--- config.mk ---
export PLATFORM = sky130hd
export DESIGN_NAME = bus_width_adapter
export DESIGN_NICKNAME = d
export VERILOG_FILES = /design/src/rtl/bwa_pkg.sv /design/src/rtl/bwa_seq.sv /design/src/rtl/bwa_wsel.sv /design/src/rtl/bwa_rpack.sv /design/src/rtl/bus_width_adapter.sv
export SDC_FILE = /design/constraint.sdc
export NUM_CORES = 1
export LEC_CHECK = 0
export BUFFER_PORTS_ARGS = -buffer_cell sky130_fd_sc_hd__buf_2
export CORE_MARGIN = 2
export CORE_UTILIZATION = 50
export CTS_BUF_LIST = sky130_fd_sc_hd__clkbuf_2 sky130_fd_sc_hd__clkbuf_4 sky130_fd_sc_hd__clkbuf_8
export DETAILED_ROUTE_END_ITERATION = 16
export GPL_ROUTABILITY_DRIVEN = 1
export PLACE_DENSITY_LB_ADDON = 0.15
export SYNTH_ARGS = -nofsm -noshare
export SYNTH_HDL_FRONTEND = slang
export SYNTH_HIERARCHICAL = 1
export SYNTH_SLANG_ARGS = --single-unit
--- constraint.sdc ---
create_clock -name clk -period 1.8 [get_ports clk]
set_input_delay 0.09 -clock clk [delete_from_list [all_inputs] [get_ports clk]]
set_output_delay 0.09 -clock clk [all_outputs]
set_load 0.05 [all_outputs]
--- src/rtl/bwa_pkg.sv ---
package bwa_pkg;
    typedef enum logic [1:0] {
        ST_IDLE = 2'd0,
        ST_XFER = 2'd1,
        ST_DONE = 2'd2
    } seq_st_e;
endpackage

--- src/rtl/bwa_seq.sv ---
module bwa_seq
    import bwa_pkg::*;
#(
    parameter int AW    = 6,
    parameter int BW    = 2,
    parameter int BEATS = 4
) (
    input  logic          clk,
    input  logic          rst_n,
    input  logic          cpu_valid,
    input  logic          cpu_write,
    input  logic [AW-1:0] cpu_addr,
    input  logic          per_ack,
    output logic          accept,
    output logic          cap,
    output logic          per_stb,
    output logic          cpu_ready,
    output logic [BW-1:0] beat,
    output logic [AW-1:0] addr_q,
    output logic          wr_q
);
    localparam logic [BW-1:0] LAST = BW'(BEATS - 1);

    typedef struct packed {
        seq_st_e       st;
        logic [BW-1:0] beat;
        logic [AW-1:0] addr;
        logic          wr;
    } seq_t;

    seq_t s_d, s_q;

    always_comb begin
        s_d    = s_q;
        accept = 1'b0;
        cap    = 1'b0;
        case (s_q.st)
            ST_IDLE: begin
                if (cpu_valid) begin
                    accept    = 1'b1;
                    s_d.st    = ST_XFER;
                    s_d.beat  = '0;
                    s_d.addr  = cpu_addr;
                    s_d.wr    = cpu_write;
                end
            end
            ST_XFER: begin
                if (per_ack) begin
                    cap = 1'b1;
                    if (s_q.beat == LAST) s_d.st = ST_DONE;
                    else s_d.beat = s_q.beat + 1'b1;
                end
            end
            ST_DONE: s_d.st = ST_IDLE;
            default: s_d.st = ST_IDLE;
        endcase
    end

    always_ff @(posedge clk or negedge rst_n) begin
        if (!rst_n) begin
            s_q.st   <= ST_IDLE;
            s_q.beat <= '0;
            s_q.addr <= '0;
            s_q.wr   <= 1'b0;
        end else begin
            s_q <= s_d;
        end
    end

    assign per_stb   = (s_q.st == ST_XFER);
    assign cpu_ready = (s_q.st == ST_DONE);
    assign beat      = s_q.beat;
    assign addr_q    = s_q.addr;
    assign wr_q      = s_q.wr;
endmodule

--- src/rtl/bwa_wsel.sv ---
module bwa_wsel #(
    parameter int CPU_DW = 32,
    parameter int PER_DW = 8,
    parameter int LOG    = 2
) (
    input  logic              clk,
    input  logic              rst_n,
    input  logic              load,
    input  logic [CPU_DW-1:0] cpu_wdata,
    input  logic [LOG-1:0]    sel,
    output logic [PER_DW-1:0] per_wdata
);
    logic [CPU_DW-1:0] wd_d, wd_q;

    always_comb begin
        wd_d = wd_q;
        if (load) wd_d = cpu_wdata;
    end

    always_ff @(posedge clk or negedge rst_n) begin
        if (!rst_n) wd_q <= '0;
        else        wd_q <= wd_d;
    end

    assign per_wdata = wd_q[sel*PER_DW +: PER_DW];
endmodule

--- src/rtl/bwa_rpack.sv ---
module bwa_rpack #(
    parameter int CPU_DW    = 32,
    parameter int PER_DW    = 8,
    parameter int LOG       = 2,
    parameter int LANES     = 4,
    parameter bit PACKED    = 1'b1,
    parameter int LANE      = 0,
    parameter bit FILL_ONES = 1'b0
) (
    input  logic              clk,
    input  logic              rst_n,
    input  logic              cap,
    input  logic [LOG-1:0]    sel,
    input  logic [PER_DW-1:0] per_rdata,
    output logic [CPU_DW-1:0] cpu_rdata
);
    for (genvar i = 0; i < LANES; i++) begin : g_lane
        if (PACKED || i == LANE) begin : g_live
            logic [PER_DW-1:0] b_d, b_q;
            always_comb begin
                b_d = b_q;
                if (cap && sel == LOG'(i)) b_d = per_rdata;
            end
            always_ff @(posedge clk or negedge rst_n) begin
                if (!rst_n) b_q <= '0;
                else        b_q <= b_d;
            end
            assign cpu_rdata[i*PER_DW +: PER_DW] = b_q;
        end else begin : g_fill
            assign cpu_rdata[i*PER_DW +: PER_DW] = {PER_DW{FILL_ONES}};
        end
    end
endmodule

--- src/rtl/bus_width_adapter.sv ---
module bus_width_adapter #(
    parameter int                 CPU_DW    = 32,
    parameter int                 PER_DW    = 8,
    parameter int                 AW        = 6,
    parameter logic [CPU_DW-1:0]  LANE_MASK = '1,
    parameter bit                 FILL_ONES = 1'b0
) (
    input  logic                                   clk,
    input  logic                                   rst_n,
    input  logic                                   cpu_valid,
    input  logic                                   cpu_write,
    input  logic [AW-1:0]                          cpu_addr,
    input  logic [CPU_DW-1:0]                      cpu_wdata,
    output logic                                   cpu_ready,
    output logic [CPU_DW-1:0]                      cpu_rdata,
    output logic                                   per_stb,
    output logic                                   per_write,
    output logic [AW+$clog2(CPU_DW/PER_DW)-1:0]    per_addr,
    output logic [PER_DW-1:0]                      per_wdata,
    input  logic [PER_DW-1:0]                      per_rdata,
    input  logic                                   per_ack
);
    localparam int LANES = CPU_DW / PER_DW;
    localparam int LOG   = $clog2(LANES);

    function automatic int lowest_lane(input logic [CPU_DW-1:0] m);
        int r;
        r = 0;
        for (int i = LANES - 1; i >= 0; i--) begin
            if (m[i*PER_DW]) r = i;
        end
        return r;
    endfunction

    localparam bit PACKED = (LANE_MASK == {CPU_DW{1'b1}});
    localparam int BEATS  = PACKED ? LANES : 1;
    localparam int PA_W   = AW + LOG;
    localparam int LANE   = lowest_lane(LANE_MASK);

    logic           accept, cap;
    logic [LOG-1:0] beat, lane_sel;
    logic [AW-1:0]  addr_q;
    logic           wr_q;

    bwa_seq #(.AW(AW), .BW(LOG), .BEATS(BEATS)) u_seq (
        .clk(clk), .rst_n(rst_n),
        .cpu_valid(cpu_valid), .cpu_write(cpu_write), .cpu_addr(cpu_addr),
        .per_ack(per_ack),
        .accept(accept), .cap(cap), .per_stb(per_stb), .cpu_ready(cpu_ready),
        .beat(beat), .addr_q(addr_q), .wr_q(wr_q)
    );

    if (PACKED) begin : g_packed
        assign lane_sel = beat;
        assign per_addr = {addr_q, beat};
    end else begin : g_lane
        assign lane_sel = LOG'(LANE);
        assign per_addr = PA_W'(addr_q);
    end

    assign per_write = wr_q;

    bwa_wsel #(.CPU_DW(CPU_DW), .PER_DW(PER_DW), .LOG(LOG)) u_wsel (
        .clk(clk), .rst_n(rst_n), .load(accept), .cpu_wdata(cpu_wdata),
        .sel(lane_sel), .per_wdata(per_wdata)
    );

    bwa_rpack #(
        .CPU_DW(CPU_DW), .PER_DW(PER_DW), .LOG(LOG), .LANES(LANES),
        .PACKED(PACKED), .LANE(LANE), .FILL_ONES(FILL_ONES)
    ) u_rpack (
        .clk(clk), .rst_n(rst_n), .cap(cap), .sel(lane_sel),
        .per_rdata(per_rdata), .cpu_rdata(cpu_rdata)
    );
endmodule

==> key figures <==
Finish
  – Layout cells sized above 1: between 60 and 70%
  – Commonest non-fill, non-tap cell in the layout: buf_2
  – Area Growth Syn to Fin: 40.3%
  – Commonest cells after routing, fill and taps aside: buf_2 (101), dfrtp_1 (73), mux2_2 (69), dlygate4sd3_1 (42), clkbuf_8 (9)
  – Final nets: 388
  – Final instance area: between 0.004 and 0.005 mm2
  – N_diodes: 0
  – Final Core Density: between 70% and 80%

Yosys
  – Yosys Warn Count: 6
  – Adder-cell share of the synthesized area: less than 1%
  – Post-Syn Nets: approximately 240
  – Main combinational cell family by area after synthesis: multiplexers
  – FFs w/ async S/R, synth: 100%
  – Netlist cell types: 21
  – Post-synthesis cell area: 0.00316 mm2
  – Mapped Cells: about 190
  – Sequential area share after synthesis: 59.5%
  – Synth Area in XOR/XNOR: 0%
  – Flops & latches, synth: 75
  – Post-Synth Simple-Gate Area: roughly 3.6%
  – Top FF cell, synth: dfrtp_1
  – Post-synthesis compound-gate area fraction: less than 1%
  – Post-synthesis mux area share: a little under a third
  – Post-synth EDFFs: 0
  – Syn_area_per_cell: between 15 and 20 um2

Global routing
  – GRT Total Usage: between 20% and 30%
  – Initial antenna violation count: 0
  – Largest net degree at the start of global routing: about 40
  – Grt ovf: 0
  – First-pass GRT wire length: approximately 11 mm
  – Vias in the first global route: 2171

Clocking
  – Worst-path clk slew: ~70 ps
  – Clock tree from TritonCTS: yes
  – Clock insertion delay at the later pin of the skew report: around 350 ps
  – Root buffer cell: clkbuf_8
  – Total CTS buffers: 9
  – Clock sinks: 75
  – Clock buffer depth: 2
  – # H-tree levels: 3

Die
  – Die ar.: 0.00696 mm2
  – Number of core rows: 28
  – Ports: between 100 and 150
  – Die W: approximately 83 um
  – Starting Density: about 52%
  – Chip Height: 83.5 um
  – Core area: about 0.006 mm2

Run
  – Max-cap violations: 0

Route
  – Via count: ~2100
  – Vias per cell: around 5
  – Routed Antenna Nets: 0
  – Initial detailed-routing violation count: 77
  – Final WL: around 6.5 mm
  – TritonRoute pass-1 iters: 4
  – # DRC: 0
  – Routed length per instance: roughly 16 um

Critical path
  – CP Class: flip-flop to output pin
  – Crit end category: output pin
  – CP required: approximately 1700 ps
  – Slowest CP cell: mux4_2
  – Critical path fanouts, max: 6
  – Max incr delay on CP: about 520 ps
  – Buf+Inv Stages, Crit Path: 2
  – Top delay family on crit path: multiplexers
  – Setup crit start kind: flip-flop
  – WP data arrival: about 1600 ps
  – Cell chain of the critical path: buf_6 -> mux4_2 -> buf_2

Timing
  – Slew Viols, Final: 0
  – RSZ-0062 raised after global routing: no
  – Clock skew: around 12 ps
  – Worst-Margin Slew: roughly 550 ps
  – Fin crit share: 94.6%
  – Final setup TNS: 0 ps
  – Fin. Hold Viols: 0
  – Tmin final: around 1700 ps
  – Top achievable clock speed: ~590 MHz
  – Slew HR: 63.2%
  – Setup violators final: 0

Placed design
  – Area post-placement: 0.00373 mm2
  – Final RePlAce weighted congestion: about 0.73
  – Final HPWL DP: about 4.1 mm
  – IO buf count: approximately 100

Outcome
  – Status: finished clean

Worst hold path
  – Hold Path Class: primary input to flip-flop
[registers in the layout (all words and copies together), names as in the netlist]
register,flops
u_rpack/g_lane.g_live.b_q,32
u_wsel/wd_q,32
u_seq/addr_q,6
u_seq/beat,2
u_seq/wr_q,1
u_seq/s_q,2
[worst paths after layout]
path / slack [ps] / startpoint / cells after the start / end
min in group asynchronous: 250 / rst_n / 2 / u_wsel/wd_q[0]$_DFFE_PN0P_
max in group asynchronous: 870 / rst_n / 3 / u_wsel/wd_q[31]$_DFFE_PN0P_
setup reg to reg: 160 / u_seq/s_q[10]$_DFFE_PN0P_ / 5 / u_rpack/g_lane[0].g_live.b_q[3]$_DFFE_PN0P_
setup / recovery: 100 / u_seq/beat[0]$_DFFE_PN0P_ / 3 / per_wdata[5]
hold / removal: 20 / cpu_valid / 3 / u_seq/s_q[9]$_DFFE_PN0P_
hold reg to reg: 500 / u_rpack/g_lane[1].g_live.b_q[5]$_DFFE_PN0P_ / 1 / u_rpack/g_lane[1].g_live.b_q[5]$_DFFE_PN0P_
[worst reg2reg max path: cells and delay by family, from the launching register on]
| kind | cells | cell delay (ps) |
|---|---|---|
| simple gates | 3 | 650 |
| flops | 1 | 390 |
| mux | 1 | 330 |
| buf+inv | 1 | 150 |
[area by class of cell]
type	instances	area [um2]
clock inverters	7	116
multi-input cells	95	1160
fillers	405	1600
repair buffers	155	1060
clock buffers	9	124
well taps	75	93.8
flip-flops and latches	75	1880
[cells by family after synthesis]
kind of cell | count (synthesis)
buffers and inverters | 15
muxes | 80
and+or+nand+nor | 12
adders and majority gates | 1
AOI/OAI and AO/OA | 2
DFF | 75
[metrics by stage]
step                      cells  worst slack, ps  hold slack, ps
after floorplan             185             20.2            -206
after global placement      355              140             104
after detailed placement    355             66.0             112
after CTS                   412             3.76           0.677
after global routing        416             33.0            6.00
final                       416             97.2            16.1
[Yosys cell counts, types with 2 or more instances]
| master | count | area share [%] |
|---|---|---|
| nand3b_2 | 2 | 0.71 |
| dfrtp_1 | 75 | 59 |
| clkbuf_2 | 2 | 0.32 |
| mux4_2 | 8 | 5.7 |
| mux2_4 | 3 | 1.4 |
| clkbuf_8 | 3 | 1.3 |
| buf_6 | 2 | 0.71 |
| and2b_1 | 2 | 0.48 |
| mux2_2 | 69 | 25 |
| buf_4 | 8 | 1.9 |
[routing by layer]
metal	track usage [%]	vias to the layer above	part of all wire [%]
met5	0	-	0
met4	6.30	0	1.3
met1	26.1	1051	43
li1	-	973	-
met3	6.03	7	4.8
met2	32.8	60	50
[timing repair]
| action | in CTS | in global routing |
|---|---|---|
| endpoints found under the setup margin | 6 | 16 |
| hold buffers | 41 | 1 |
| resized for setup | 2 | 1 |
| hold endpoints to repair | 61 | 1 |
| setup buffers | 0 | 3 |
Power is left out: the tool's default activity adds up to more than one toggle a clock period on the data nets, which glitch-free logic cannot reach.
